[config.mk]
export PLATFORM = sky130hd
export DESIGN_NAME = zz_write_addr
export DESIGN_NICKNAME = d
export VERILOG_FILES = /design/src/rtl/zz_pkg.sv /design/src/rtl/zz_pos_counter.sv /design/src/rtl/zz_rank_calc.sv /design/src/rtl/zz_write_addr.sv
export SDC_FILE = /design/constraint.sdc
export NUM_CORES = 1
export LEC_CHECK = 0
export BUFFER_PORTS_ARGS = -buffer_cell sky130_fd_sc_hd__buf_2
export CAP_MARGIN = 20
export CORE_ASPECT_RATIO = 1.25
export CORE_MARGIN = 1.5
export CORE_UTILIZATION = 30
export DETAILED_ROUTE_END_ITERATION = 8
export SYNTH_ARGS = -nofsm -noshare
export SYNTH_HDL_FRONTEND = slang
export SYNTH_HIERARCHICAL = 1
export SYNTH_SLANG_ARGS = --single-unit
[constraint.sdc]
create_clock -name clk -period 12.5 [get_ports clk]
set_clock_uncertainty 0.05 [all_clocks]
set_input_delay 0.625 -clock clk [delete_from_list [all_inputs] [get_ports clk]]
set_output_delay 0.625 -clock clk [all_outputs]
set_load 0.01 [all_outputs]
[src/rtl/zz_pkg.sv]
package zz_pkg;

    localparam int ZZ_N    = 8;
    localparam int ZZ_CW   = $clog2(ZZ_N);
    localparam int ZZ_AW   = 2 * ZZ_CW;
    localparam int ZZ_LAST = ZZ_N * ZZ_N - 1;

    typedef logic [ZZ_CW-1:0] coord_t;
    typedef logic [ZZ_AW-1:0] addr_t;

    typedef struct packed {
        coord_t row;
        coord_t col;
    } pos_t;

    typedef struct packed {
        logic  wen;
        logic  last;
        addr_t addr;
    } wr_t;

    // cells lying on anti-diagonals strictly before diagonal d
    function automatic int diag_base(input int d);
        if (d < ZZ_N)
            return d * (d + 1) / 2;
        else
            return ZZ_N * ZZ_N - (2 * ZZ_N - 1 - d) * (2 * ZZ_N - d) / 2;
    endfunction

    // position of (row, col) along the zig-zag path
    function automatic addr_t scan_rank(input pos_t p);
        int r, c, d, lo, off;
        r  = int'(p.row);
        c  = int'(p.col);
        d  = r + c;
        lo = (d < ZZ_N) ? 0 : d - (ZZ_N - 1);
        // even diagonals run up-right (ordered by column), odd run down-left (by row)
        off = (d % 2 == 0) ? (c - lo) : (r - lo);
        return addr_t'(diag_base(d) + off);
    endfunction

endpackage

[src/rtl/zz_pos_counter.sv]
module zz_pos_counter
    import zz_pkg::*;
(
    input  logic clk,
    input  logic rst,
    input  logic start,
    input  logic adv,
    output pos_t cur,
    output logic last
);

    localparam coord_t MAXC = coord_t'(ZZ_N - 1);

    pos_t pos_q;

    always_comb begin
        cur  = start ? '0 : pos_q;
        last = (cur.row == MAXC) && (cur.col == MAXC);
    end

    always_ff @(posedge clk) begin
        if (rst) begin
            pos_q <= '0;
        end else if (adv) begin
            if (cur.col == MAXC) begin
                pos_q.col <= '0;
                pos_q.row <= last ? '0 : cur.row + 1'b1;
            end else begin
                pos_q.col <= cur.col + 1'b1;
                pos_q.row <= cur.row;
            end
        end else if (start) begin
            pos_q <= '0;
        end
    end

    p_col_wrap_r6: assert property (@(posedge clk) disable iff (rst)
        (adv && cur.col == MAXC) |=> (pos_q.col == '0));

    p_block_wrap_r6: assert property (@(posedge clk) disable iff (rst)
        (adv && last) |=> (pos_q == '0));

    p_hold_r4: assert property (@(posedge clk) disable iff (rst)
        (!adv && !start) |=> $stable(pos_q));

    p_restart_r7: assert property (@(posedge clk) disable iff (rst)
        (start && !adv) |=> (pos_q == '0));

endmodule

[src/rtl/zz_rank_calc.sv]
module zz_rank_calc
    import zz_pkg::*;
(
    input  pos_t  pos,
    output addr_t rank
);

    always_comb begin
        rank = scan_rank(pos);
    end

endmodule

[src/rtl/zz_write_addr.sv]
module zz_write_addr
    import zz_pkg::*;
(
    input  logic             clk,
    input  logic             rst,
    input  logic             start,
    input  logic             vld_in,
    output logic [ZZ_AW-1:0] wr_addr,
    output logic             wr_en,
    output logic             done
);

    pos_t  cur_pos;
    logic  cur_last;
    addr_t cur_rank;
    wr_t   out_q;

    zz_pos_counter i_cnt (
        .clk   (clk),
        .rst   (rst),
        .start (start),
        .adv   (vld_in),
        .cur   (cur_pos),
        .last  (cur_last)
    );

    zz_rank_calc i_rank (
        .pos  (cur_pos),
        .rank (cur_rank)
    );

    always_ff @(posedge clk) begin
        if (rst) begin
            out_q <= '0;
        end else begin
            out_q.wen  <= vld_in;
            out_q.last <= vld_in && cur_last;
            out_q.addr <= cur_rank;
        end
    end

    assign wr_addr = out_q.addr;
    assign wr_en   = out_q.wen;
    assign done    = out_q.last;

    p_wen_follows_r2: assert property (@(posedge clk) disable iff (rst)
        vld_in |=> wr_en);

    p_wen_idle_r2: assert property (@(posedge clk) disable iff (rst)
        !vld_in |=> !wr_en);

    p_done_addr_r5: assert property (@(posedge clk) disable iff (rst)
        done |-> (wr_en && wr_addr == addr_t'(ZZ_LAST)));

    p_done_pulse_r5: assert property (@(posedge clk) disable iff (rst)
        done |=> !done);

endmodule

==> metrics.md, run 1 <==
| Metric | Value |
|---|---|
| Placed cells | `348` |
| Initial Util | `0.306` |
| All-Layer GR Usage | `0.111` |
| Post-Place Worst Slack | `5.07 ns` |
| Syn Inst Count | `249` |
| 1st-iter DRT viols | `34` |
| Net switching power | `0.0000516 W` |
| Share of layout cells above drive strength 1 | `0.151` |
| Critical path required time | `12.63 ns` |
| Sequential cell area | `280 um^2` |
| Internal cell power | `0.000100 W` |
| Row count | `35` |
| Mapped Area | `2240 um^2` |
| Top-Level Pins | `12` |
| WS Path Type | `in -> reg` |
| Slew HR | `0.473` |
| WP buf/inv | `2` |
| Worst Path Max Fanout | `11` |
| Clock Path Buffers | `2` |
| Final Cycle Share | `0.572` |
| Die height | `99.6 um` |
| Clk pwr share | `0.234` |
| GP Congestion | `0.810` |
| Ys async rst share | `0` |
| Drt drc | `0` |
| Worst path max stage delay | `0.64 ns` |
| Syn Nets | `313` |
| Yosys top cell area share | `0.257` |
| Register bit count reported by yosys | `14` |
| Setup Fix Bufs, Post-CTS | `0` |
| P_leak | `1.35 nW` |
| Initial antenna violation count | `0` |
| Number of clock buffers inserted by TritonCTS | `3` |
| DRT Pass-1 Iters | `3` |
| Switching Fraction | `0.340` |
| Overflow after GRT | `0` |
| Status | `finished, final reports clean` |
| Fin worst setup slack | `5.35 ns` |
| Cts hold-fix bufs | `0` |
| WHS | `0.585 ns` |
| Port Buf Inserts | `11` |
| Yosys Warn Count | `6` |
| WP data arrival | `7.28 ns` |
| Die width | `80.3 um` |
| Layout filler cell count | `759` |
| Pwr Density | `62.3 nW/um^2` |
| Clock Pin Slew Worst Setup and Hold Paths | `0.06 ns` |
| Count leader, synth | `ha_1` |
| Worst Setup Start Kind | `input port` |
| Final hold vios | `0` |
| Final Max Tran Viols | `0` |
| Hold Path Class | `reg -> reg` |
| CP most frequent cell | `ha_1` |
| H-tree depth | `1` |
| CTS tree | `yes` |
| Register area share after synthesis | `0.125` |
| Final Util | `0.333` |
| Vias per inst | `4.85` |
| Worst-Skew Late Latency | `0.24 ns` |
| Count of cell types in the netlist | `47` |
| Setup violators final | `0` |
| Maximum vdd drop | `0.0000740 V` |
| Sink Count | `14` |
| Final nets | `325` |
| Root Buffer | `clkbuf_8` |
| Ys flop type | `dfxtp_1` |
| Setup TNS | `0 ns` |
| Maxcap violations | `0` |
| Max Clock Freq | `140 MHz` |
| Delay-heaviest family, CP | `adder cells` |
| Top post-synthesis cells by count | `ha_1, inv_1, nor2_1` |
| Comb pwr share | `0.465` |
| CP max-delay cell | `xor2_1` |
| RSZ-0062 raised after global routing | `no` |
| Antenna violation net count after detailed routing | `0` |
| Synth area leaders | `ha_1, dfxtp_1, fa_1` |
| Worst slew pin tran | `0.787 ns` |
| Post-layout min period | `7.15 ns` |
| Largest net degree at the start of global routing | `15` |
| Syn_area_per_cell | `9.00 um^2` |
| Std-Cell Core Area | `7310 um^2` |
| HPWL after DPL | `3.61 mm` |
| Vias in the first global route | `1720` |
| Wire per inst | `12.0 um` |
| Sequential power share | `0.300` |
| Post-Route WL | `4.22 mm` |
| Resized cells post-CTS | `0` |
| Full die area | `8000 um^2` |
| Post-synth EDFFs | `0` |
| Inserted Diodes | `0` |
| Area Overhead vs Synth | `8.60%` |
| Multi-input gate area | `1830 um^2` |
| Top cell type by total area after synthesis | `ha_1` |
| Total number of vias | `1701` |
| First-pass GRT wire length | `7.36 mm` |
| Fin cells | `351` |
| CP Capture Type | `register` |
[cell usage in the layout (no fill, tap or decap), drive strengths merged, types with 10 or more instances in the layout]
cell / n
buf: 11
dfxtp: 14
ha: 46
nor2: 21
fa: 14
xnor2: 14
inv: 30
a21oi: 10
nand2: 15
and2b: 12
[registers in the layout, indices dropped and copies added, names as in the netlist]
| name | flops |
|---|---|
| i_cnt/pos_q | 6 |
| wr_en | 1 |
| done | 1 |
| wr_addr | 6 |
[final timing paths]
| kind | start | to | slack [ns] | cells after the start |
|---|---|---|---|---|
| min | i_cnt/pos_q[3] | i_cnt/pos_q[3] | 0.59 | 3 |
| max reg2reg | i_cnt/pos_q[0] | wr_addr[5] | 5.62 | 26 |
| min reg2reg | i_cnt/pos_q[3] | i_cnt/pos_q[3] | 0.59 | 3 |
| max | start | wr_addr[5] | 5.35 | 27 |
[area by class of cell]
cell class,instances,share of cell area
clock buffer,3,0.0170
inverter,30,0.0463
multi-input combinational,201,0.752
sequential,14,0.115
tap,92,0.0473
timing repair buffer,11,0.0226
[cells by family after synthesis]
group	count (synthesis)	synth area share
buf+inv	34	0.0586
compound gates	35	0.112
simple gates	80	0.209
fa+ha+maj	60	0.382
xor+xnor	18	0.0765
flops	14	0.125
mux	8	0.0369
[through the flow]
| step | area, um^2 | power (W) |
|---|---|---|
| after detailed placement | 2390 | 0.000117 |
| after floorplan | 2240 | 0.000105 |
| after global placement | 2390 | 0.000115 |
| after CTS | 2430 | 0.000154 |
| after global routing | 2430 | 0.000164 |
| final | 2430 | 0.000152 |
[routing by layer]
metal	part of all wire	track usage
met1	0.43	0.129
met2	0.54	0.215
met3	0.018	0.00550
met4	0.014	0.0318
met5	0	0
[power by group through the flow]
stage          clock (W)  combinational [W]  sequential (W)
2_1_floorplan          0          0.0000581       0.0000468
3_3_place_gp           0          0.0000689       0.0000466
3_5_place_dp           0          0.0000706       0.0000466
4_1_cts        0.0000368          0.0000713       0.0000456
5_1_grt        0.0000387          0.0000799       0.0000456
6_report       0.0000355          0.0000706       0.0000456
[tightest hold or removal path, delay by kind of cell, from the launching register on]
family	cells	cell delay, ns
DFF	1	0.29
and+or+nand+nor	2	0.24
AOI/OAI and AO/OA	1	0.05
No activity file was read; power rests on OpenSTA's default activity.
==> inputs of run 2 (changes only) <==
--- a/config.mk
+++ b/config.mk
@@ -5,6 +5,7 @@
 export SDC_FILE = /design/constraint.sdc
 export NUM_CORES = 1
 export LEC_CHECK = 0
+export ABC_AREA = 1
 export BUFFER_PORTS_ARGS = -buffer_cell sky130_fd_sc_hd__buf_2
 export CAP_MARGIN = 20
 export CORE_ASPECT_RATIO = 1.25
==> constraint.sdc (replaced) <==
create_clock -name clk -period 6 [get_ports clk]
set_clock_uncertainty 0.05 [all_clocks]
set_input_delay 0.3 -clock clk [delete_from_list [all_inputs] [get_ports clk]]
set_output_delay 0.3 -clock clk [all_outputs]
set_load 0.01 [all_outputs]
==> run 2 against run 1 <==
Critical path depth is the same; design area grew 5.2%; global-route usage is 0.74 points higher.
==> metrics.md, run 2 <==
| Metric | Value |
|---|---|
| Ys flop type | `dfxtp_1 (unchanged)` |
| HPWL after DPL | `3.68 mm (was 3.61 mm)` |
| Area Overhead vs Synth | `14.4% (was 8.60%)` |
| RSZ-0062 raised after global routing | `no (unchanged)` |
| Overflow after GRT | `0 (unchanged)` |
| Fin worst setup slack | `0.476 ns (was 5.35 ns)` |
| Final nets | `408 (was 325)` |
| Initial antenna violation count | `0 (unchanged)` |
| Setup Fix Bufs, Post-CTS | `0 (unchanged)` |
| Full die area | `7990 um^2 (was 8000 um^2)` |
| Std-Cell Core Area | `7310 um^2 (unchanged)` |
| Die height | `99.6 um (about the same)` |
| Syn Nets | `381 (was 313)` |
| Largest net degree at the start of global routing | `15 (unchanged)` |
| Critical path required time | `6.09 ns (was 12.63 ns)` |
| Worst Setup Start Kind | `register (was input port)` |
| Root Buffer | `clkbuf_8 (unchanged)` |
| Syn Inst Count | `317 (was 249)` |
| Resized cells post-CTS | `0 (unchanged)` |
| CTS tree | `yes (unchanged)` |
| Post-Route WL | `4.24 mm (was 4.22 mm)` |
| Top post-synthesis cells by count | `inv_1, nand2_1, ha_1, nor2_1, nand3_1 (was ha_1, inv_1, nor2_1)` |
| First-pass GRT wire length | `7.87 mm (was 7.36 mm)` |
| Final Max Tran Viols | `0 (unchanged)` |
| Register bit count reported by yosys | `14 (unchanged)` |
| Post-synth EDFFs | `0 (unchanged)` |
| Register area share after synthesis | `0.125 (about the same)` |
| Inserted Diodes | `0 (unchanged)` |
| Synth area leaders | `ha_1, dfxtp_1, fa_1 (unchanged)` |
| WP data arrival | `5.61 ns (was 7.28 ns)` |
| CP Capture Type | `register (unchanged)` |
| Mapped Area | `2240 um^2 (about the same)` |
| Worst path max stage delay | `0.57 ns (was 0.64 ns)` |
| DRT Pass-1 Iters | `4 (was 3)` |
| Clock Pin Slew Worst Setup and Hold Paths | `0.06 ns (about the same)` |
| Port Buf Inserts | `11 (unchanged)` |
| Initial Util | `0.306 (about the same)` |
| Final hold vios | `0 (unchanged)` |
| Row count | `35 (unchanged)` |
| Share of layout cells above drive strength 1 | `0.140 (was 0.151)` |
| Post-Place Worst Slack | `0.133 ns (was 5.07 ns)` |
| Yosys top cell area share | `0.257 (about the same)` |
| Max Clock Freq | `181 MHz` |
| All-Layer GR Usage | `0.119 (was 0.111)` |
| Cts hold-fix bufs | `0 (unchanged)` |
| Top-Level Pins | `12 (unchanged)` |
| Setup TNS | `0 ns (unchanged)` |
| WS Path Type | `reg -> reg (was in -> reg)` |
| Worst-Skew Late Latency | `0.24 ns (about the same)` |
| Met3 usage | `0.0165 (was 0.00550)` |
| CP max-delay cell | `fa_1 (was xor2_1)` |
| Maxcap violations | `0 (unchanged)` |
| Top cell type by total area after synthesis | `ha_1 (unchanged)` |
| Antenna violation net count after detailed routing | `0 (unchanged)` |
| Status | `finished, final reports clean (unchanged)` |
| Syn_area_per_cell | `7.06 um^2 (was 9.00 um^2)` |
| WP buf/inv | `6 (was 2)` |
| Vias in the first global route | `1892 (was 1720)` |
| Delay-heaviest family, CP | `adder cells (unchanged)` |
| Die width | `80.3 um (about the same)` |
| Setup violators final | `0 (unchanged)` |
| 1st-iter DRT viols | `55 (was 34)` |
| Met1 Use GR | `0.151 (was 0.129)` |
| Final Util | `0.350 (was 0.333)` |
| Count of cell types in the netlist | `32 (was 47)` |
| Maximum vdd drop | `0.0000803 V (was 0.0000740 V)` |
| Count leader, synth | `inv_1 (was ha_1)` |
| Wire per inst | `9.75 um (was 12.0 um)` |
| Most frequent cells in the layout | `inv_1, nand2_1, ha_1 (was ha_1, inv_1, nor2_1)` |
| Vias per inst | `4.40 (was 4.85)` |
| Final Cycle Share | `0.921` |
| Hold Path Class | `in -> reg (was reg -> reg)` |
| Commonest non-fill, non-tap cell in the layout | `inv_1 (was ha_1)` |
| Drt drc | `0 (unchanged)` |
| P_leak | `1.50 nW (was 1.35 nW)` |
| GR peak layer | `met2 (unchanged)` |
| Yosys Warn Count | `6 (unchanged)` |
| Slew HR | `0.694 (was 0.473)` |
| Post-layout min period | `5.52 ns` |
| Number of clock buffers inserted by TritonCTS | `3 (unchanged)` |
| H-tree depth | `1 (unchanged)` |
| Total number of vias | `1914 (was 1701)` |
| WHS | `0.291 ns (was 0.585 ns)` |
| Ys async rst share | `0 (unchanged)` |
| Met2 usage | `0.217 (was 0.215)` |
| Pwr Density | `171 nW/um^2 (was 62.3 nW/um^2)` |
| Worst slew pin tran | `0.456 ns (was 0.787 ns)` |
| Worst Path Max Fanout | `3 (was 11)` |
| Clock Path Buffers | `2 (unchanged)` |
| Sink Count | `14 (unchanged)` |
| GP Congestion | `0.792 (was 0.810)` |
[run 2: final cells by class]
| type | instances | area [um^2] |
|---|---|---|
| clock buffer | 4 | 55.1 |
| fill | 782 | 4750 |
| inverter | 65 | 244 |
| multi-input combinational | 235 | 1710 |
| sequential | 14 | 280 |
| tap | 92 | 115 |
| timing repair buffer | 25 | 160 |
[run 2: metrics by stage]
step           cells  area (um^2)  total power, W
4_1_cts          435         2540        0.000439
3_5_place_dp     431         2490        0.000345
3_3_place_gp     431         2490        0.000339
2_1_floorplan    317         2240        0.000297
6_report         435         2560        0.000438
5_1_grt          435         2560        0.000487
[run 2: layer usage]
metal	vias to the layer above	share of wire
met5	-	0
met2	12	0.51
li1	1033	-
met1	869	0.47
met4	0	0
met3	0	0.013
[run 2: report_power, final]
part | leakage, nW | switching (W) | internal, W
clock network | 0.0288 | 0.0000344 | 0.0000581
logic | 1.36 | 0.000145 | 0.000104
registers | 0.114 | 0.000000678 | 0.0000965
[run 2: logic make-up (layout without fill, tap and decap cells)]
logic type | count (synthesis) | in the layout | synth area share
fa+ha+maj | 60 | 60 | 0.382
simple gates | 137 | 137 | 0.267
compound gates | 29 | 29 | 0.0704
flops | 14 | 14 | 0.125
xor+xnor | 8 | 8 | 0.0313
mux | 1 | 1 | 0.00447
buf+inv | 68 | 94 | 0.120
[run 2: tightest hold or removal path, cell delays in order]
cell,delay (ns)
buf_2,0.15
inv_1,0.06
nor2_1,0.03
[run 2: final timing paths]
kind / cells past startpoint / from / to / slack [ns]
worst max-delay path: 27 / i_cnt/pos_q[0] / wr_addr[5] / 0.48
worst min-delay path: 3 / vld_in / wr_en / 0.29
worst max register to register: 27 / i_cnt/pos_q[0] / wr_addr[5] / 0.48
worst min register to register: 2 / i_cnt/pos_q[1] / i_cnt/pos_q[1] / 0.42
